$ cat src/rtl/dio_pkg.sv
package dio_pkg;

    typedef enum logic [2:0] {
        ST_IDLE,
        ST_OPC,
        ST_ADDR,
        ST_MODE,
        ST_DATA,
        ST_GAP
    } dio_state_e;

    localparam logic [7:0] DIO_READ_CMD  = 8'hBB;
    localparam logic [1:0] DIO_CONT_KEY  = 2'b10;
    localparam int         DIO_CMD_CLKS  = 8;
    localparam int         DIO_ADDR_CLKS = 12;
    localparam int         DIO_MODE_CLKS = 4;

endpackage

$ cat src/rtl/dio_sck_gen.sv
module dio_sck_gen #(
    parameter int CLK_DIV = 2
) (
    input  logic clk,
    input  logic rst_n,
    input  logic run,
    output logic tick
);
    localparam int HALF = CLK_DIV / 2;
    localparam int CW   = (HALF > 1) ? $clog2(HALF) : 1;

    logic [CW-1:0] cnt;

    always_ff @(posedge clk or negedge rst_n) begin
        if (!rst_n) begin
            cnt <= '0;
        end else if (!run || cnt == CW'(HALF - 1)) begin
            cnt <= '0;
        end else begin
            cnt <= cnt + 1'b1;
        end
    end

    assign tick = run && (cnt == CW'(HALF - 1));

endmodule

$ cat src/rtl/dio_rx_pack.sv
module dio_rx_pack (
    input  logic       clk,
    input  logic       rst_n,
    input  logic       clear,
    input  logic       sample,
    input  logic [1:0] din,
    output logic [7:0] byte_q,
    output logic       byte_vld
);
    logic [5:0] part;
    logic [1:0] pair_cnt;

    always_ff @(posedge clk or negedge rst_n) begin
        if (!rst_n) begin
            part     <= '0;
            pair_cnt <= '0;
            byte_q   <= '0;
            byte_vld <= 1'b0;
        end else begin
            byte_vld <= 1'b0;
            if (clear) begin
                pair_cnt <= '0;
            end else if (sample) begin
                part     <= {part[3:0], din};
                pair_cnt <= pair_cnt + 1'b1;
                if (pair_cnt == 2'd3) begin
                    byte_q   <= {part, din};
                    byte_vld <= 1'b1;
                end
            end
        end
    end


    pack_after_sample_chk: assert property (@(posedge clk) disable iff (!rst_n)
        byte_vld |-> $past(sample));

endmodule

$ cat src/rtl/dio_read_seq.sv
module dio_read_seq
    import dio_pkg::*;
#(
    parameter int CLK_DIV = 2,
    parameter int CNT_W   = 8,
    parameter int GAP_CYC = 2
) (
    input  logic             clk,
    input  logic             rst_n,
    input  logic             start,
    input  logic [23:0]      start_addr,
    input  logic [CNT_W-1:0] len_m1,
    input  logic [7:0]       mode_bits,
    output logic             busy,
    output logic [7:0]       rd_data,
    output logic             rd_valid,
    output logic             cs_n,
    output logic             sck,
    output logic [1:0]       io_o,
    output logic [1:0]       io_oe,
    input  logic [1:0]       io_i
);
    localparam int BW = CNT_W + 3;
    localparam int GW = $clog2(GAP_CYC + 1);

    dio_state_e       state, nxt;
    logic             tick, run, rise, fall, phase_end, accept;
    logic             sck_q, cs_q, cont_q;
    logic [7:0]       op_sr, mode_q;
    logic [31:0]      tx_sr;
    logic [BW-1:0]    bit_cnt, phase_len, data_clks;
    logic [CNT_W-1:0] len_q;
    logic [GW-1:0]    gap_cnt;

    assign run       = (state == ST_OPC) || (state == ST_ADDR) ||
                       (state == ST_MODE) || (state == ST_DATA);
    assign rise      = tick && !sck_q;
    assign fall      = tick && sck_q;
    assign accept    = (state == ST_IDLE) && start;
    assign data_clks = ({3'b000, len_q} + BW'(1)) << 2;
    assign phase_end = fall && (bit_cnt == phase_len);

    dio_sck_gen #(.CLK_DIV(CLK_DIV)) u_sck (
        .clk   (clk),
        .rst_n (rst_n),
        .run   (run),
        .tick  (tick)
    );

    dio_rx_pack u_rx (
        .clk      (clk),
        .rst_n    (rst_n),
        .clear    (accept),
        .sample   (rise && (state == ST_DATA)),
        .din      (io_i),
        .byte_q   (rd_data),
        .byte_vld (rd_valid)
    );

    always_comb begin
        phase_len = '0;
        nxt       = state;
        unique case (state)
            ST_IDLE: if (start) nxt = cont_q ? ST_ADDR : ST_OPC;
            ST_OPC: begin
                phase_len = BW'(DIO_CMD_CLKS);
                if (phase_end) nxt = ST_ADDR;
            end
            ST_ADDR: begin
                phase_len = BW'(DIO_ADDR_CLKS);
                if (phase_end) nxt = ST_MODE;
            end
            ST_MODE: begin
                phase_len = BW'(DIO_MODE_CLKS);
                if (phase_end) nxt = ST_DATA;
            end
            ST_DATA: begin
                phase_len = data_clks;
                if (phase_end) nxt = ST_GAP;
            end
            ST_GAP: if (gap_cnt == GW'(GAP_CYC - 1)) nxt = ST_IDLE;
            default: nxt = ST_IDLE;
        endcase
    end

    always_ff @(posedge clk or negedge rst_n) begin
        if (!rst_n) begin
            state   <= ST_IDLE;
            sck_q   <= 1'b0;
            cs_q    <= 1'b1;
            cont_q  <= 1'b0;
            op_sr   <= '0;
            tx_sr   <= '0;
            mode_q  <= '0;
            len_q   <= '0;
            bit_cnt <= '0;
            gap_cnt <= '0;
        end else begin
            state <= nxt;
            if (accept) begin
                cs_q    <= 1'b0;
                op_sr   <= DIO_READ_CMD;
                tx_sr   <= {start_addr, mode_bits};
                mode_q  <= mode_bits;
                len_q   <= len_m1;
                bit_cnt <= '0;
            end
            if (rise) begin
                sck_q   <= 1'b1;
                bit_cnt <= bit_cnt + 1'b1;
            end
            if (fall) begin
                sck_q <= 1'b0;
                if (phase_end) bit_cnt <= '0;
                if (state == ST_OPC) op_sr <= op_sr << 1;
                if ((state == ST_ADDR) || (state == ST_MODE && !phase_end))
                    tx_sr <= tx_sr << 2;
                if (state == ST_MODE && phase_end)
                    cont_q <= (mode_q[5:4] == DIO_CONT_KEY);
                if (state == ST_DATA && phase_end)
                    cs_q <= 1'b1;
            end
            gap_cnt <= (state == ST_GAP) ? gap_cnt + 1'b1 : '0;
        end
    end

    always_comb begin
        busy  = (state != ST_IDLE);
        sck   = sck_q;
        cs_n  = cs_q;
        io_o  = 2'b00;
        io_oe = 2'b00;
        unique case (state)
            ST_OPC: begin
                io_oe = 2'b01;
                io_o  = {1'b0, op_sr[7]};
            end
            ST_ADDR, ST_MODE: begin
                io_oe = 2'b11;
                io_o  = tx_sr[31:30];
            end
            default: ;
        endcase
    end


    cs_idle_sck_low_chk: assert property (@(posedge clk) disable iff (!rst_n)
        cs_n |-> !sck);


    io_hold_high_chk: assert property (@(posedge clk) disable iff (!rst_n)
        (sck && $past(sck)) |-> ($stable(io_o) && $stable(io_oe)));


    data_release_chk: assert property (@(posedge clk) disable iff (!rst_n)
        rd_valid |-> (io_oe == 2'b00));


    busy_cover_chk: assert property (@(posedge clk) disable iff (!rst_n)
        !cs_n |-> busy);


    cs_gap_chk: assert property (@(posedge clk) disable iff (!rst_n)
        $rose(cs_n) |=> cs_n ##1 cs_n);


    len_hold_chk: assert property (@(posedge clk) disable iff (!rst_n)
        ($past(busy) && busy) |-> $stable(len_q));

endmodule

$ cat config.mk
export PLATFORM = sky130hd
export DESIGN_NAME = dio_read_seq
export DESIGN_NICKNAME = d
export VERILOG_FILES = /design/src/rtl/dio_pkg.sv /design/src/rtl/dio_sck_gen.sv /design/src/rtl/dio_rx_pack.sv /design/src/rtl/dio_read_seq.sv
export SDC_FILE = /design/constraint.sdc
export NUM_CORES = 1
export LEC_CHECK = 0
export ABC_CLOCK_PERIOD_IN_PS = 2800
export BUFFER_PORTS_ARGS = -buffer_cell sky130_fd_sc_hd__buf_2
export CORE_MARGIN = 3
export CORE_UTILIZATION = 29
export DETAILED_ROUTE_END_ITERATION = 16
export PLACE_DENSITY = 0.5
export SYNTH_ARGS = -nofsm -noshare
export SYNTH_HDL_FRONTEND = slang
export SYNTH_SLANG_ARGS = --single-unit
$ cat constraint.sdc
create_clock -name clk -period 2.8 [get_ports clk]
set_input_delay 0.42 -clock clk [delete_from_list [all_inputs] [get_ports clk]]
set_output_delay 0.42 -clock clk [all_outputs]
set_load 0.005 [all_outputs]
==> out/qor.yml, run 1 <==
startpoint: "state[1]"
r2r-start: "state[1]"
cts_tree: "built"
cp_max_fo: 8
required_ns: 3.03
clock_path_buffers: 2
fin_util_pct: 37.8
io_pins: 61
nets: 586
place.gp.congestion: 0.794
ir_worst_vdd_uv: 273
yosys_register_bits: 87
via_per_inst: 4.74
dp_cells: 702
synth.distinct_cells: 56
worstSkewPairLatency_ns: 0.35
synth_area_mm2: 0.00437
critical_path_class: "flop to flop"
first_iter_violations: 195
root_buffer: "clkbuf_16"
ys_seq_area_share_pct: 49.9
worstHoldPathType: "input port to asynchronous set/reset pin"
maxSlewViolCount: 0
syn_nets: 502
worstSetupEndpointType: "flop"
drt_pass1_iterations: 4
drive_gt1_share_pct: 29.2
synthArstFlopShare_pct: 100
synth_warnings: 0
antenna_found_initial: 0
die_x_um: 129
hold_viol_final: 0
vias: 3436
syn_inst: 452
port_buffers: 60
status: "complete, but fails checks"
cts_buffers: 9
synth_area_leaders: "dfrtp_1 (49%), nand2_1 (12%), mux2_1 (7.2%), mux2_2 (4.1%), xnor2_1 (1.6%)"
track_usage_pct: 13.4
layout_setup_ws_ns: -0.0576
synth_area_leader_cell: "dfrtp_1"
fin_worst_skew_ns: 0.00923
whs_ns: 0.112
p_per_area_mw_per_mm2: 581
rsz0062_at_grt: "true"
area_growth_pct: 26.9
yosysMostFrequentCell: "nand2_1"
highest_layer: "met4"
worstSetupStartpointType: "flop"
wl_met3_um: 260
violations: "setup timing"
htreeDepth: 3
initial_core_util_pct: 29.8
num_rows: 44
cap_violations: 0
grt_overflow: 0
grt_pass1_vias: 3523
final_cells: 725
grt_max_degree: 49
p_leak_nw: 2.81
clock_sinks: 87
diodes: 0
dp_hpwl_um: 7010
fp.dieH_um: 129
drt-total-wl_um: 10500
pre_cts_slack_ns: -0.0542
routedWlPerCell_um: 14.5
grt_pass1_wl_um: 17600
setup_viol: 22
remaining_drc_errors: 0
slew_headroom_pct: 56.2
period_minus_slack_ns: 2.86
synthFlopType: "dfrtp_1"
dieArea_mm2: 0.0166
final.period_utilization_pct: 102
dr_wl_met2_um: 5040
clk_pin_slew_ns: 0.06
arrival_ns: 3.09
syn_area_per_cell_um2: 9.66
fmax_mhz: 350
antenna_left: 0
core-area_mm2: 0.0146
synth_top_cell_area_share_pct: 49.3
ys_top_cells_by_count: "nand2_1 (141), dfrtp_1 (86), mux2_1 (28)"
wl_met1_um: 5030
tightest_slew_ns: 0.657
synth_edf_count: 0
registers in the layout (all words and copies together), names as in the netlist, 2 cells and up:
name           cells
op_sr              8
len_q              8
tx_sr             32
mode_q             2
bit_cnt           11
state              3
u_rx.byte_q        8
gap_cnt            2
u_rx.pair_cnt      2
u_rx.part          6
routing by layer:
metal / up-vias / track usage, %
met3: 15 / 2.49
met5: - / 0
met4: 0 / 5.68
met2: 46 / 20.9
li1: 1701 / -
met1: 1674 / 18.4
layout make-up:
type,count,area [um^2]
Sequential cell,87,2180
Clock buffer,10,239
Clock inverter,6,67.6
Inverter,10,37.5
Multi-Input combinational cell,334,2150
Fill cell,1507,9110
Tap cell,184,230
Timing Repair Buffer,94,639
per-stage QoR:
| step | total power, mW | area (um^2) | setup TNS, ns |
|---|---|---|---|
| after floorplan | 1.79 | 4370 | 0 |
| after global placement | 1.96 | 5050 | -0.324 |
| after detailed placement | 1.99 | 5050 | -1.18 |
| after CTS | 3.25 | 5440 | -0.455 |
| after global routing | 3.41 | 5540 | -2.66 |
| final | 3.22 | 5540 | -0.613 |
cells in the final DEF, fill, tap and decap left out, drive strengths merged, types with 5 or more instances in the layout:
cell type  Yosys  routed
nand2        141     141
buf            7      94
dfrtp         86      86
mux2          44      44
nor2          17      17
o21ai         12      12
a21oi         12      12
nor3          11      11
inv           10      11
nand3         10      10
clkbuf        14      10
xnor2          8       8
or3            6       6
o22a           5       5
o211ai         5       5
ha             5       5
cell families (layout without fill, tap and decap cells):
family	Yosys count	after routing	share of synthesized area [%]
compound gates	51	51	8.11
other cells	1	1	0.0859
buf+inv	31	120	3.21
xor+xnor	11	11	2.21
mux	47	47	12.0
simple gates	219	219	23.0
flops	87	87	49.9
fa+ha+maj	5	5	1.43
critical path, stage by stage, from the launching register on:
cell and delay, ns:
dfrtp_1 0.38, or3b_4 0.40, or4_4 0.49, and3_4 0.21
nor4_4 0.25, nand3_2 0.16, o21ai_4 0.28, buf_6 0.15
buf_16 0.13, mux2_4 0.30
repair_timing:
item | CTS | global route
buffers inserted | 2 | 5
gates cloned | 2 | 0
pin swaps | 2 | 7
resized for setup | 2 | 25
hold buffers | 0 | 0
endpoints found under the setup margin | 30 | 33
power by group:
part	switching, mW	leakage [nW]	internal [mW]	total [mW]
clock network	0.529	0.145	0.719	1.25
logic	0.238	1.53	0.226	0.464
registers	0.130	1.14	1.37	1.51
path summary, 6_finish.rpt:
check                        endpoint  slack [ns]  cells after the start
min reg2reg                gap_cnt[0]        0.44                      1
min                          len_q[5]        0.11                      1
max in group asynchronous   tx_sr[10]        2.05                      2
max                          tx_sr[9]       -0.06                      9
min in group clk             len_q[7]        0.27                      3
max reg2reg                  tx_sr[9]       -0.06                      9
Power figures use the tool's default switching activity.
==> run 2: changes to the inputs <==
Settings changed: CELL_PAD_IN_SITES_DETAIL_PLACEMENT from default to 1, CELL_PAD_IN_SITES_GLOBAL_PLACEMENT from default to 2, PLACE_DENSITY 0.5 to 0.71.
==> out/qor.yml, run 2 (synthesis gave the netlist of run 1 again) <==
clock_path_buffers: 2
maxSlewViolCount: 0
layout_setup_ws_ns: -0.0773
placed_area_mm2: 0.00507
worstHoldPathType: "input port to asynchronous set/reset pin"
critical_path_class: "flop to flop"
htreeDepth: 3
grt_overflow: 0
remaining_drc_errors: 0
p_per_area_mw_per_mm2: 567
worstSetupStartpointType: "flop"
setup_viol: 22
slew_headroom_pct: 58.7
crit_family: "simple AND/OR/NAND/NOR gates"
routedWlPerCell_um: 15.5
cp_max_fo: 7
design_area_mm2: 0.00558
clock_sinks: 87
die_x_um: 129
register_area_mm2: 0.00218
first_iter_violations: 143
grt_pass1_vias: 3757
grt_max_degree: 46
tightest_slew_ns: 0.619
ir_worst_vdd_uv: 276
path_buf_inv: 2
fin_worst_skew_ns: 0.00580
fmax_mhz: 348
layout_common_cells: "nand2_1 (140), dfrtp_1 (86), buf_2 (59)"
drt_pass1_iterations: 4
num_rows: 44
top_register: "tx_sr"
cts_tree: "built"
drive_gt1_share_pct: 29.7
via_per_inst: 4.77
cap_violations: 0
place.gp.congestion: 0.746
violations: "setup timing"
cpMaxStageDelayCell: "or4_4"
hold_viol_final: 0
antenna_left: 0
final_common_cell: "nand2_1"
antenna_found_initial: 0
io_pins: 61
fillers: 1675
hold_buffers: 0
port_buffers: 60
period_minus_slack_ns: 2.88
worstSkewPairLatency_ns: 0.35
reg.largest.list: "tx_sr x32, bit_cnt x11"
diodes: 0
drt-total-wl_um: 11300
slowest_delay_ns: 0.52
root_buffer: "clkbuf_16"
multi_input_area_mm2: 0.00215
initial_core_util_pct: 29.8
worstPathCellList: "or3b_4, or4_4, and3_4, nor4_4, nand3_2, o21ai_4, buf_4, clkbuf_16, mux2_1"
cts_buffers: 9
required_ns: 3.03
track_usage_pct: 14.5
path_depth: 9
clk_pin_slew_ns: 0.06
core-area_mm2: 0.0146
vias: 3480
grt_pass1_wl_um: 18800
dp_hpwl_um: 7640
nets: 591
worstSetupEndpointType: "flop"
dieArea_mm2: 0.0166
reg2reg_depth: 9
fp.dieH_um: 129
rsz0062_at_grt: "true"
arrival_ns: 3.11
area_growth_pct: 27.7
status: "complete, but fails checks"
final.period_utilization_pct: 103
p_leak_nw: 2.84
largest_reg_flops: 32
whs_ns: 0.0909
==> run 2: cell type report <==
cell class,count,share of cell area [%]
Timing Repair Buffer,99,12.5
Tap cell,184,4.13
Multi-Input combinational cell,334,38.5
Inverter,10,0.673
Sequential cell,87,39.1
Clock inverter,2,0.247
Clock buffer,13,4.85
==> run 2: worst paths after layout <==
kind	from	to	slack, ns
setup / recovery	state[0]	tx_sr[12]	-0.08
hold / removal	rst_n	len_q[6]	0.09
setup reg to reg	state[0]	tx_sr[12]	-0.08
hold reg to reg	gap_cnt[0]	gap_cnt[0]	0.44
max in group asynchronous	rst_n	tx_sr[10]	2.05
min in group clk	len_m1[1]	len_q[1]	0.27
==> run 2: worst reg2reg max path: cells and delay by family, from the launching register on <==
kind                   cells  cell delay (ns)
muxes                      1             0.32
AOI/OAI and AO/OA          1             0.28
and+or+nand+nor            5             1.47
buffers and inverters      2             0.31
DFF                        1             0.38
==> run 2: routing by layer <==
| layer | up-vias | track usage [%] | part of all wire (%) |
|---|---|---|---|
| li1 | 1709 | - | - |
| met3 | 14 | 2.49 | 2.7 |
| met1 | 1717 | 19.1 | 48 |
| met5 | - | 0 | 0 |
| met4 | 0 | 6.11 | 2.0 |
| met2 | 40 | 23.4 | 48 |
==> run 2: power by group <==
part	switching [mW]	total, mW	internal, mW
combinational	0.241	0.475	0.234
sequential	0.138	1.51	1.38
clock	0.500	1.17	0.672
==> run 2: what timing repair did <==
item	4_1_cts	5_1_grt
cloned	2	1
pin swaps	3	5
setup buffers	4	5
setup endpoints to repair	30	42
gates resized for setup	4	26
==> run 2: through the flow <==
| step | setup TNS, ns | power (mW) | utilization, % | worst slack [ns] | std cells |
|---|---|---|---|---|---|
| 6_report | -1.14 | 3.16 | 38.1 | -0.0773 | 729 |
| 3_5_place_dp | -1.53 | 2.00 | 34.7 | -0.0677 | 705 |
| 5_1_grt | -3.55 | 3.35 | 38.1 | -0.173 | 729 |
| 4_1_cts | -0.396 | 3.19 | 37.3 | -0.0369 | 726 |
| 3_3_place_gp | -0.465 | 1.97 | 34.7 | -0.0287 | 705 |
| 2_1_floorplan | 0 | 1.79 | - | 0.0437 | 452 |
==> run 3: changes to the inputs <==
Settings changed: TNS_END_PERCENT from default to 10.
==> out/qor.yml, run 3 (synthesis gave the netlist of run 1 again) <==
worstSetupStartpointType: "flop"
via_per_inst: 4.78
grt_overflow: 0
rsz0062_at_grt: "true"
clock_path_buffers: 2
final_common_cell: "nand2_1"
track_usage_pct: 14.5
dieArea_mm2: 0.0166
worstHoldPathType: "input port to asynchronous set/reset pin"
htreeDepth: 3
grt_pass1_vias: 3752
slowest_delay_ns: 0.52
clk_pin_slew_ns: 0.06
period_minus_slack_ns: 2.85
area_growth_pct: 25.2
diodes: 0
root_buffer: "clkbuf_16"
maxSlewViolCount: 0
p_per_area_mw_per_mm2: 578
status: "complete, but fails checks"
routedWlPerCell_um: 15.3
final.period_utilization_pct: 102
layout_setup_ws_ns: -0.0488
path_buf_inv: 1
place.gp.congestion: 0.746
port_buffers: 60
cp_max_fo: 8
pre_cts_slack_ns: -0.0677
worstSetupEndpointType: "flop"
core-area_mm2: 0.0146
dp_hpwl_um: 7640
reg.largest.list: "tx_sr x32, bit_cnt x11"
fin_tns_setup_ns: -0.873
fmax_mhz: 351
violations: "setup timing"
antenna_found_initial: 0
fp.dieH_um: 129
largest_reg_flops: 32
worstPathCellList: "or3b_4, or4_4, and3_4, nor4_4, nand3_2, o21ai_4, bufbuf_16, mux2_2"
nets: 588
first_iter_violations: 106
tightest_slew_ns: 0.622
cpMaxStageDelayCell: "or4_4"
cts_tree: "built"
slew_headroom_pct: 58.5
setup_viol: 22
fin_worst_skew_ns: 0.00650
num_rows: 44
remaining_drc_errors: 0
vias: 3467
required_ns: 3.03
drive_gt1_share_pct: 26.6
io_pins: 61
arrival_ns: 3.08
layout_common_cells: "nand2_1 (140), dfrtp_1 (86), buf_2 (59)"
critical_path_class: "flop to flop"
grt_pass1_wl_um: 18800
drt_pass1_iterations: 4
cts_buffers: 9
top_register: "tx_sr"
worstSkewPairLatency_ns: 0.35
ir_worst_vdd_uv: 278
crit_family: "simple AND/OR/NAND/NOR gates"
p_leak_nw: 2.79
die_x_um: 129
clock_sinks: 87
hold_viol_final: 0
drt-total-wl_um: 11100
cap_violations: 0
initial_core_util_pct: 29.8
antenna_left: 0
grt_max_degree: 46
## run 3: repair_timing
| action | CTS | global route |
|---|---|---|
| pin swaps | 2 | 1 |
| gates cloned | 2 | 0 |
| hold buffers | 0 | 0 |
| gates resized for setup | 2 | 8 |
| endpoints found under the setup margin | 30 | 40 |
| setup buffers | 2 | 3 |
## run 3: final timing paths
check	from	end	slack, ns	cells after the start
min	rst_n	len_q[6]	0.09	1
min in group clk	len_m1[1]	len_q[1]	0.27	3
max reg2reg	state[0]	tx_sr[2]	-0.05	8
max in group asynchronous	rst_n	tx_sr[10]	2.05	2
max	state[0]	tx_sr[2]	-0.05	8
min reg2reg	gap_cnt[0]	gap_cnt[0]	0.44	1
## run 3: worst register-to-register path, stage by stage, from the launching register on
cell and delay, ns:
dfrtp_1 0.39, or3b_4 0.40, or4_4 0.52, and3_4 0.21, nor4_4 0.20, nand3_2 0.14
o21ai_4 0.23, bufbuf_16 0.32, mux2_2 0.32
## run 3: layer usage
metal  GRT usage, %  routed length, um  vias up
met4           6.11                248        0
li1               -                  -     1699
met5              0                  0        -
met1           19.0               5230     1709
met2           23.5               5320       42
met3           2.49                314       17
## run 3: per-stage QoR
stage / instances / hold WS, ns / power (mW) / util (%) / instance area, um^2
after floorplan: 452 / 0.124 / 1.79 / - / 4370
final: 726 / 0.0908 / 3.16 / 37.3 / 5460
after global routing: 726 / 0.139 / 3.34 / 37.3 / 5460
after CTS: 724 / 0.105 / 3.19 / 37.1 / 5440
after detailed placement: 705 / 0.444 / 2.00 / 34.7 / 5070
after global placement: 705 / 0.418 / 1.97 / 34.7 / 5070
## run 3: area by class of cell
type / instances / area [um^2]
Inverter: 10 / 37.5
Multi-Input combinational cell: 334 / 2070
Sequential cell: 87 / 2180
Clock buffer: 13 / 270
Timing Repair Buffer: 96 / 661
Tap cell: 184 / 230
Clock inverter: 2 / 13.8
Fill cell: 1694 / 9180
## run 3: power breakdown
part           internal (mW)  total, mW  leakage [nW]  switching (mW)
clock network          0.672       1.17         0.142           0.497
logic                  0.236      0.475          1.50           0.238
registers               1.38       1.51          1.14           0.138
